<file path="src/rtl/xlat_replay_pkg.sv">
package xlat_replay_pkg;
  // Strobes from the sequencer to the address datapath.
  typedef struct packed {
    logic load;     // clear the address and latch the configuration
    logic capture;  // register the translator answer
    logic advance;  // move to the next page
  } walkCtl_t;

  typedef enum logic [2:0] {
    ST_IDLE,
    ST_CHECK,
    ST_WAIT,
    ST_NOTIFY,
    ST_FINISH
  } walkState_t;
endpackage

</file>
<file path="src/rtl/xlat_replay_dp.sv">
module xlat_replay_dp
  import xlat_replay_pkg::*;
#(
  parameter int ADDR_W  = 64,
  parameter int CNT_W   = 32,
  parameter int SHIFT_W = 6
) (
  input  logic               clk,
  input  logic               rst_n,
  input  walkCtl_t           ctl,
  input  logic [SHIFT_W-1:0] cfgShift,
  input  logic [CNT_W-1:0]   cfgCount,
  input  logic [ADDR_W-1:0]  respXlat,
  input  logic [1:0]         respPerm,
  output logic [ADDR_W-1:0]  curAddr,
  output logic               inWindow,
  output logic               wrapNext,
  output logic [ADDR_W-1:0]  heldXlat,
  output logic [1:0]         heldPerm
);
  localparam int WIN_W = ADDR_W + 1;

  logic [SHIFT_W-1:0] shiftQ;
  logic [WIN_W-1:0]   windowQ;
  logic [ADDR_W-1:0]  step;
  logic [WIN_W-1:0]   nextWide;

  assign step     = ADDR_W'(1) << shiftQ;
  assign nextWide = {1'b0, curAddr} + {1'b0, step};
  assign wrapNext = nextWide[ADDR_W];
  assign inWindow = {1'b0, curAddr} < windowQ;

  always_ff @(posedge clk or negedge rst_n) begin
    if (!rst_n) begin
      curAddr  <= '0;
      shiftQ   <= '0;
      windowQ  <= '0;
      heldXlat <= '0;
      heldPerm <= '0;
    end else begin
      if (ctl.load) begin
        curAddr <= '0;
        shiftQ  <= cfgShift;
        windowQ <= WIN_W'(cfgCount) << cfgShift;
      end else if (ctl.advance) begin
        curAddr <= nextWide[ADDR_W-1:0];
      end
      if (ctl.capture) begin
        heldXlat <= respXlat;
        heldPerm <= respPerm;
      end
    end
  end
endmodule

</file>
<file path="src/rtl/xlat_replay_ctrl.sv">
module xlat_replay_ctrl
  import xlat_replay_pkg::*;
(
  input  logic     clk,
  input  logic     rst_n,
  input  logic     start,
  input  logic     skipReplay,
  input  logic     inWindow,
  input  logic     wrapNext,
  input  logic     respValid,
  input  logic [1:0] respPerm,
  input  logic     notifyReady,
  output walkCtl_t ctl,
  output logic     lookupValid,
  output logic     notifyValid,
  output logic     busy,
  output logic     done
);
  walkState_t state, nxt;

  always_ff @(posedge clk or negedge rst_n) begin
    if (!rst_n) state <= ST_IDLE;
    else        state <= nxt;
  end

  always_comb begin
    nxt = state;
    ctl = '0;
    unique case (state)
      ST_IDLE: begin
        if (start) begin
          if (skipReplay) begin
            nxt = ST_FINISH;
          end else begin
            ctl.load = 1'b1;
            nxt      = ST_CHECK;
          end
        end
      end
      ST_CHECK: nxt = inWindow ? ST_WAIT : ST_FINISH;
      ST_WAIT: begin
        if (respValid) begin
          ctl.capture = 1'b1;
          if (respPerm != 2'b00) begin
            nxt = ST_NOTIFY;
          end else if (wrapNext) begin
            nxt = ST_FINISH;
          end else begin
            ctl.advance = 1'b1;
            nxt         = ST_CHECK;
          end
        end
      end
      ST_NOTIFY: begin
        if (notifyReady) begin
          if (wrapNext) begin
            nxt = ST_FINISH;
          end else begin
            ctl.advance = 1'b1;
            nxt         = ST_CHECK;
          end
        end
      end
      ST_FINISH: nxt = ST_IDLE;
      default:   nxt = ST_IDLE;
    endcase
  end

  assign lookupValid = (state == ST_CHECK) && inWindow;
  assign notifyValid = (state == ST_NOTIFY);
  assign busy        = (state != ST_IDLE);
  assign done        = (state == ST_FINISH);
endmodule

</file>
<file path="src/rtl/xlat_replay_walker.sv">
module xlat_replay_walker
  import xlat_replay_pkg::*;
#(
  parameter int ADDR_W  = 64,
  parameter int CNT_W   = 32,
  parameter int SHIFT_W = 6
) (
  input  logic               clk,
  input  logic               rst_n,
  input  logic               start,
  input  logic               skipReplay,
  input  logic [SHIFT_W-1:0] cfgShift,
  input  logic [CNT_W-1:0]   cfgCount,
  output logic               busy,
  output logic               done,
  output logic               lookupValid,
  output logic [ADDR_W-1:0]  lookupAddr,
  input  logic               respValid,
  input  logic [ADDR_W-1:0]  respXlat,
  input  logic [1:0]         respPerm,
  output logic               notifyValid,
  input  logic               notifyReady,
  output logic [ADDR_W-1:0]  notifyIova,
  output logic [ADDR_W-1:0]  notifyXlat,
  output logic [1:0]         notifyPerm
);
  walkCtl_t          ctl;
  logic              inWindow;
  logic              wrapNext;
  logic [ADDR_W-1:0] curAddr;

  xlat_replay_ctrl u_ctrl (
    .clk         (clk),
    .rst_n       (rst_n),
    .start       (start),
    .skipReplay  (skipReplay),
    .inWindow    (inWindow),
    .wrapNext    (wrapNext),
    .respValid   (respValid),
    .respPerm    (respPerm),
    .notifyReady (notifyReady),
    .ctl         (ctl),
    .lookupValid (lookupValid),
    .notifyValid (notifyValid),
    .busy        (busy),
    .done        (done)
  );

  xlat_replay_dp #(
    .ADDR_W  (ADDR_W),
    .CNT_W   (CNT_W),
    .SHIFT_W (SHIFT_W)
  ) u_dp (
    .clk      (clk),
    .rst_n    (rst_n),
    .ctl      (ctl),
    .cfgShift (cfgShift),
    .cfgCount (cfgCount),
    .respXlat (respXlat),
    .respPerm (respPerm),
    .curAddr  (curAddr),
    .inWindow (inWindow),
    .wrapNext (wrapNext),
    .heldXlat (notifyXlat),
    .heldPerm (notifyPerm)
  );

  assign lookupAddr = curAddr;
  assign notifyIova = curAddr;
endmodule

</file>
<file path="config.mk">
export PLATFORM = sky130hd
export DESIGN_NAME = xlat_replay_walker
export DESIGN_NICKNAME = d
export VERILOG_FILES = /design/src/rtl/xlat_replay_pkg.sv /design/src/rtl/xlat_replay_dp.sv /design/src/rtl/xlat_replay_ctrl.sv /design/src/rtl/xlat_replay_walker.sv
export SDC_FILE = /design/constraint.sdc
export NUM_CORES = 1
export LEC_CHECK = 0
export ABC_CLOCK_PERIOD_IN_PS = 7240
export BUFFER_PORTS_ARGS = -buffer_cell sky130_fd_sc_hd__buf_2
export CAP_MARGIN = 0
export CORE_MARGIN = 8
export CORE_UTILIZATION = 50
export DETAILED_ROUTE_END_ITERATION = 8
export PLACE_DENSITY = 0.74
export SYNTH_ARGS = -nofsm -noshare
export SYNTH_HDL_FRONTEND = slang
export SYNTH_HIERARCHICAL = 1
export SYNTH_SLANG_ARGS = --single-unit
</file>
<file path="constraint.sdc">
create_clock -name clk -period 7.24 [get_ports clk]
set_clock_uncertainty 0.2 [all_clocks]
set_input_delay 0 -clock clk [delete_from_list [all_inputs] [get_ports clk]]
set_output_delay 0 -clock clk [all_outputs]
set_load 0.02 [all_outputs]
</file>
==> impl_metrics.toml, run 1 <==
[worst_setup_path]
end_kind = "flop"
critPathMaxFanout = 28
crit_required_ns = 7.43
path_cells = "or3_1 > or2_2 > fa_1 > and2b_1 > o2111ai_2 > a211oi_1 > o211ai_1 > o41a_1 > nand2_1 > a31o_4 > a311o_1 > nand2_1 > a32oi_1 > nor3_4 > nand2b_1 > nor3b_1 > mux2i_1 > o21ai_0"
cp.buffers_inverters = 0
arrival_ns = 6.46
cpMaxStageDelayCell = "dfrtp_1"
cp_common_cell = "nand2_1"
critical-path-top-delay-family = "compound AO/OA/AOI/OAI gates"
rrSetupSlack_ns = 0.97
start_kind = "flop"
cp_slowest_stage_delay_ns = 0.70
worstSetupPathType = "reg -> reg"

[sta]
fmax_mhz = 159.4
timing.final.hold_violations = 2
rsz0062_at_grt = "false"
drv_slew = 0
final.setup.tns_ns = 0
finalCritPeriodShare = 0.8667
slew_headroom = 0.3057
period_needed_ns = 6.275
worst_slew_pin_slew_ns = 1.041
setup_viol = 0
whs_ns = -0.003726

[final_layout]
finalNetCount = 2341
fin_cells = 2559
antenna_cells = 0
final_common_cell = "buf_2"
syn2layout_area_growth_pct = 18.60
final_area_mm2 = 0.01925
drive_above_1_share = 0.2400
mostFrequentLayoutCells = "buf_2 (306), dfrtp_1 (204), nor2_1 (168)"
nFillCells = 2753

[synth]
synth_warnings = 6
syn_avg_cell_area_um2 = 8.811
netlist_area_mm2 = 0.01623
async_reset_ff_frac = 1.000
synth_flop_cell = "dfrtp_1"
synth_nets = 2080
synth.distinct_cells = 97
synth_edf_count = 0
synthCells = 1842
ys_ff_latch = 204
ys_seq_area_frac = 0.3145

[route]
dr.pass1.iters = 8
remaining_drc_errors = 0
first_iter_violations = 1282
ant_nets = 0
wl_per_cell_um = 21.83
num_vias = 15420
detail_route.vias_per_cell = 6.027
drt_wl_total_um = 55870

[min_path]
holdCritPathClass = "in -> reg"

[power]
clock_power_share = 0.200
power.net_switching_mw = 3.054
power.share.sequential = 0.311
power_frac_comb = 0.489
p_int_mw = 3.728
switching_share = 0.4503
power.density_mw_per_mm2 = 352.4
power.leakage_nw = 9.226
peakVddDrop_uv = 284.9

[grt]
grtUsageTotal = 0.2789
grt_pass1_wl_um = 86390
grt_pass1_vias = 15250
antenna_found_initial = 1
gr-total-overflow = 0
grt_max_degree = 163

[run]
cap_violations = 0

[place]
dpl_cell_area_mm2 = 0.01748
hpwl_um = 41070
dp_cells = 2431
gp_congestion = 0.9588
portBuffers = 307

[cts]
clock_latency_ns = 0.54
clk_pin_slew_ns = 0.07
htreeDepth = 1
ctsLongestPathBuffers = 3
cts_resized = 0
cts_buffers = 25
cts_tree = "yes"
root_buffer = "clkbuf_16"
cts.sinks = 204

[floorplanning]
core_area_mm2 = 0.03229
rows = 66
initial_utilization = 0.5026
ios = 308
fp.dieArea_mm2 = 0.03848
die_x_um = 196.2
die_h_um = 196.2

[status]
status = "finished with violations"
violations = "hold timing"
[synthesized netlist by cell type, types with 12 or more instances]
master | count | share of area
buf_4 | 68 | 0.031
nand2b_1 | 17 | 0.0066
xor2_1 | 18 | 0.0097
clkbuf_1 | 75 | 0.017
o21ai_1 | 12 | 0.0037
ha_1 | 127 | 0.098
a211oi_1 | 13 | 0.0060
a21o_1 | 41 | 0.019
mux2_2 | 93 | 0.065
buf_2 | 12 | 0.0037
and3_1 | 13 | 0.0050
inv_1 | 95 | 0.022
xnor2_1 | 27 | 0.015
a21oi_1 | 133 | 0.041
nor2b_1 | 21 | 0.0081
o21a_1 | 18 | 0.0083
nor2_1 | 168 | 0.039
nor3_1 | 35 | 0.011
o21ai_0 | 111 | 0.034
nand2_1 | 155 | 0.036
mux2i_1 | 65 | 0.040
mux4_2 | 19 | 0.026
a22oi_1 | 12 | 0.0056
o22ai_1 | 41 | 0.016
nand3_1 | 41 | 0.013
a31oi_1 | 14 | 0.0054
dfrtp_1 | 204 | 0.31
nand4_1 | 26 | 0.010
[power groups by stage]
| stage | clock network [mW] | logic [mW] | registers (mW) |
|---|---|---|---|
| 5_1_grt | 1.43 | 3.59 | 2.17 |
| 3_5_place_dp | 0 | 3.21 | 2.10 |
| 6_report | 1.36 | 3.32 | 2.11 |
| 2_1_floorplan | 0 | 2.07 | 2.24 |
| 3_3_place_gp | 0 | 3.13 | 2.07 |
| 4_1_cts | 1.38 | 3.28 | 2.09 |
[worst reg2reg max path, stage by stage, from the launching register on]
cell and delay [ns]:
dfrtp_1 0.70, or3_1 0.55, or2_2 0.33, fa_1 0.45, and2b_1 0.25, o2111ai_2 0.17
a211oi_1 0.48, o211ai_1 0.17, o41a_1 0.51, nand2_1 0.15, a31o_4 0.21, a311o_1 0.23
nand2_1 0.07, a32oi_1 0.47, nor3_4 0.13, nand2b_1 0.67, nor3b_1 0.14, mux2i_1 0.16
o21ai_0 0.10
[registers in the layout, summed over array words and instances, names as in the netlist]
signal	cells
u_ctrl/state	3
u_dp/heldPerm	2
u_dp/windowQ	65
u_dp/shiftQ	6
u_dp/heldXlat	64
u_dp/curAddr	64
[layer usage]
layer	wire length, µm	track usage	up-vias
li1	-	-	7104
met1	23200	0.3587	7498
met2	26140	0.4609	677
met3	4309	0.05226	143
met4	2208	0.1056	2
met5	13	0	-
[logic make-up after synthesis]
family | Yosys count | share of synthesized area
xor+xnor | 45 | 0.02429
fa+ha+maj | 128 | 0.09914
flops | 204 | 0.3145
mux | 177 | 0.1310
buf+inv | 264 | 0.07987
compound gates | 495 | 0.1983
simple gates | 529 | 0.1529
[final timing paths]
check                                         to  cells past startpoint             start
max in group asynchronous       u_dp/curAddr[43]                      4             rst_n
worst max register to register  u_dp/curAddr[63]                     18    u_dp/shiftQ[3]
worst max-delay path            u_dp/curAddr[63]                     18    u_dp/shiftQ[3]
min in group asynchronous       u_dp/curAddr[13]                      4             rst_n
worst min-delay path            u_dp/curAddr[37]                      4             start
worst min register to register  u_dp/windowQ[37]                      1  u_dp/windowQ[37]
[area by class of cell]
type	instances	area, µm²	area share
well taps	442	553.0	0.02873
flip-flops and latches	204	5105	0.2652
clock buffers	32	691.9	0.03595
clock inverters	9	191.4	0.009945
repair buffers	401	2499	0.1298
inverters	97	364.1	0.01892
multi-input cells	1374	9844	0.5114
[stage by stage]
stage | hold slack [ns] | power [mW] | setup slack, ns | utilization
final | -0.003726 | 6.782 | 0.9651 | 0.5961
after global routing | 0.03087 | 7.185 | 0.7071 | 0.5961
after CTS | 0.004028 | 6.746 | 1.124 | 0.5961
after detailed placement | -0.1788 | 5.308 | 1.149 | 0.5413
after global placement | -0.1845 | 5.204 | 1.343 | 0.5413
after floorplan | -0.4956 | 4.308 | 2.289 | -
[repair_timing]
item	4_1_cts	5_1_grt
hold buffers	87	0
buffers inserted	0	0
hold endpoints to repair	207	0
Power figures use the tool's default switching activity.
==> run 2: changes to the inputs <==
--- a/config.mk
+++ b/config.mk
@@ -14,5 +14,4 @@
 export PLACE_DENSITY = 0.74
 export SYNTH_ARGS = -nofsm -noshare
 export SYNTH_HDL_FRONTEND = slang
-export SYNTH_HIERARCHICAL = 1
 export SYNTH_SLANG_ARGS = --single-unit
==> run 2 against run 1 <==
  * Cell count is 2.4% lower
  * The flow now finishes without violations
  * Highest routed layer is now met4
  * Fmax increased by 20%
  * Register-to-register slack improved by 1.0 ns
  * Core utilization grew 0.12 points
  * Clock power is 5% lower
  * Critical path type unchanged
  * Sequential cell count is the same
  * Combinational power fell by 27%
==> impl_metrics.toml, run 2 <==
[route]
ant_nets = 0
remaining_drc_errors = 0
first_iter_violations = 1269
detail_route.vias_per_cell = 6.031
wl_per_cell_um = 21.44
dr.pass1.iters = 5
num_vias = 15070
drt_wl_total_um = 53560

[grt]
grt_max_degree = 128
antenna_found_initial = 4
grt_pass1_wl_um = 82040
gr-total-overflow = 0
grtUsageTotal = 0.2674
grt_pass1_vias = 14710

[worst_setup_path]
end_kind = "flop"
worstSetupPathType = "reg -> reg"
arrival_ns = 5.41
critPathMaxFanout = 127
start_kind = "flop"
crit_required_ns = 7.40

[floorplanning]
rows = 65
initial_utilization = 0.5067
core_area_mm2 = 0.03147
fp.dieArea_mm2 = 0.03787
die_h_um = 194.6
die_x_um = 194.6
ios = 308

[synth]
syn_avg_cell_area_um2 = 8.706
synth_flop_cell = "dfrtp_1"
synth_warnings = 0
synthCells = 1832
async_reset_ff_frac = 1.000
synth_edf_count = 0
ys_top_cells_by_count = "dfrtp_1 (204), nand2_1 (161), o21ai_0 (144), ha_1 (127), nor2_1 (114)"
ys_seq_area_frac = 0.3201
synth_nets = 2070
synth_most_common_cell = "dfrtp_1"
ys_ff_latch = 204
synth.distinct_cells = 72
synth_top_cell_by_area = "dfrtp_1"
yosys.area.top_type_share = 0.3201
netlist_area_mm2 = 0.01595
synth_area_leaders = "dfrtp_1 (32%), ha_1 (10%), mux2_2 (5.9%)"

[place]
portBuffers = 307
dp_cells = 2362
hpwl_um = 39340
dpl_cell_area_mm2 = 0.01706
gp_congestion = 0.9844

[sta]
period_needed_ns = 5.250
finalCritPeriodShare = 0.7251
slew_headroom = 0.1814
whs_ns = 0.005495
timing.final.hold_violations = 0
setup_viol = 0
fmax_mhz = 190.5
final.setup.tns_ns = 0
drv_slew = 0
worst_slew_pin_slew_ns = 1.228
rsz0062_at_grt = "false"

[final_layout]
drive_above_1_share = 0.2280
regMostFlops = "u_dp.windowQ"
utilization = 0.5973
final_area_mm2 = 0.01880
nFillCells = 2748
final_common_cell = "buf_2"
mostFrequentLayoutCells = "buf_2 (306), dfrtp_1 (204), nand2_1 (161)"
top_regs = "u_dp.windowQ x65, u_dp.curAddr x64, u_dp.heldXlat x64"
syn2layout_area_growth_pct = 17.88
finalNetCount = 2312
largest_register_ffs = 65
fin_cells = 2498

[min_path]
holdCritPathClass = "in -> reg"

[cts]
ctsLongestPathBuffers = 3
cts_tree = "yes"
clk_pin_slew_ns = 0.07
htreeDepth = 1
root_buffer = "clkbuf_16"
cts_buffers = 25
clock_latency_ns = 0.55
cts.sinks = 204

[power]
peakVddDrop_uv = 211.2
power.density_mw_per_mm2 = 296.4
power.leakage_nw = 9.399

[run]
cap_violations = 0

[status]
status = "complete, no violations"
## run 2: path summary, 6_finish.rpt
check / end / slack [ns] / startpoint / depth (start not counted)
max reg2reg: u_dp.curAddr[29] / 1.99 / u_dp.shiftQ[3] / 13
min: u_dp.heldXlat[38] / 0.005 / respXlat[38] / 3
max in group asynchronous: u_dp.windowQ[29] / 5.53 / rst_n / 4
min reg2reg: u_dp.windowQ[38] / 0.30 / u_dp.windowQ[38] / 2
max: u_dp.curAddr[29] / 1.99 / u_dp.shiftQ[3] / 13
min in group asynchronous: u_dp.windowQ[2] / 0.39 / rst_n / 4
## run 2: logic make-up (layout without fill, tap and decap cells)
family / count (synthesis) / after routing / share of synthesized area
muxes: 145 / 145 / 0.1101
AOI/OAI and AO/OA: 526 / 526 / 0.2064
buffers and inverters: 272 / 532 / 0.08292
other: 0 / 4 / 0
and+or+nand+nor: 497 / 497 / 0.1466
DFF: 204 / 204 / 0.3201
adders and majority gates: 128 / 128 / 0.1009
xor gates and xnor gates: 60 / 60 / 0.03295
## run 2: layout make-up
class / instances / area [µm²] / share of cell area
Clock buffer: 39 / 738.2 / 0.03927
Timing Repair Buffer: 399 / 2471 / 0.1314
Sequential cell: 204 / 5105 / 0.2715
Inverter: 88 / 330.3 / 0.01757
Antenna cell: 4 / 10.01 / 0.0005324
Tap cell: 402 / 503.0 / 0.02675
Multi-Input combinational cell: 1356 / 9542 / 0.5075
Clock inverter: 6 / 101.3 / 0.005391
## run 2: per-stage QoR
stage | worst slack [ns] | power (mW)
after floorplan | 3.120 | 3.464
after global placement | 2.312 | 4.106
after detailed placement | 2.111 | 4.191
after CTS | 2.095 | 5.538
after global routing | 1.584 | 5.893
final | 1.990 | 5.573
## run 2: worst max-delay path, cell delays in order, from the launching register on
cell and delay [ns]:
dfrtp_1 0.51, nor3_1 0.29, nand2_1 0.17, or2_2 0.36, fa_1 0.42, nand2b_1 0.18
a211oi_1 0.28, o21bai_1 0.17, a21oi_2 0.24, o31a_4 0.23, o211ai_4 0.12, a2111oi_2 0.55
or3_4 0.95, o21ai_0 0.27
## run 2: per-layer routing
layer,share of wire,up-vias,global-route usage
met3,0.077,132,0.04249
met1,0.41,7202,0.3449
met2,0.47,701,0.4442
met5,0,-,0
met4,0.039,0,0.1058
li1,-,7030,-
## run 2: repair_timing
item	4_1_cts	5_1_grt
hold buffers	87	0
setup buffers	0	0
gates resized for setup	0	0
endpoints found under the hold margin	178	0
## run 2: power breakdown
group,internal [mW],switching (mW)
Clock,0.773,0.520
Sequential,1.55,0.299
Combinational,0.916,1.52
Total,3.23,2.34
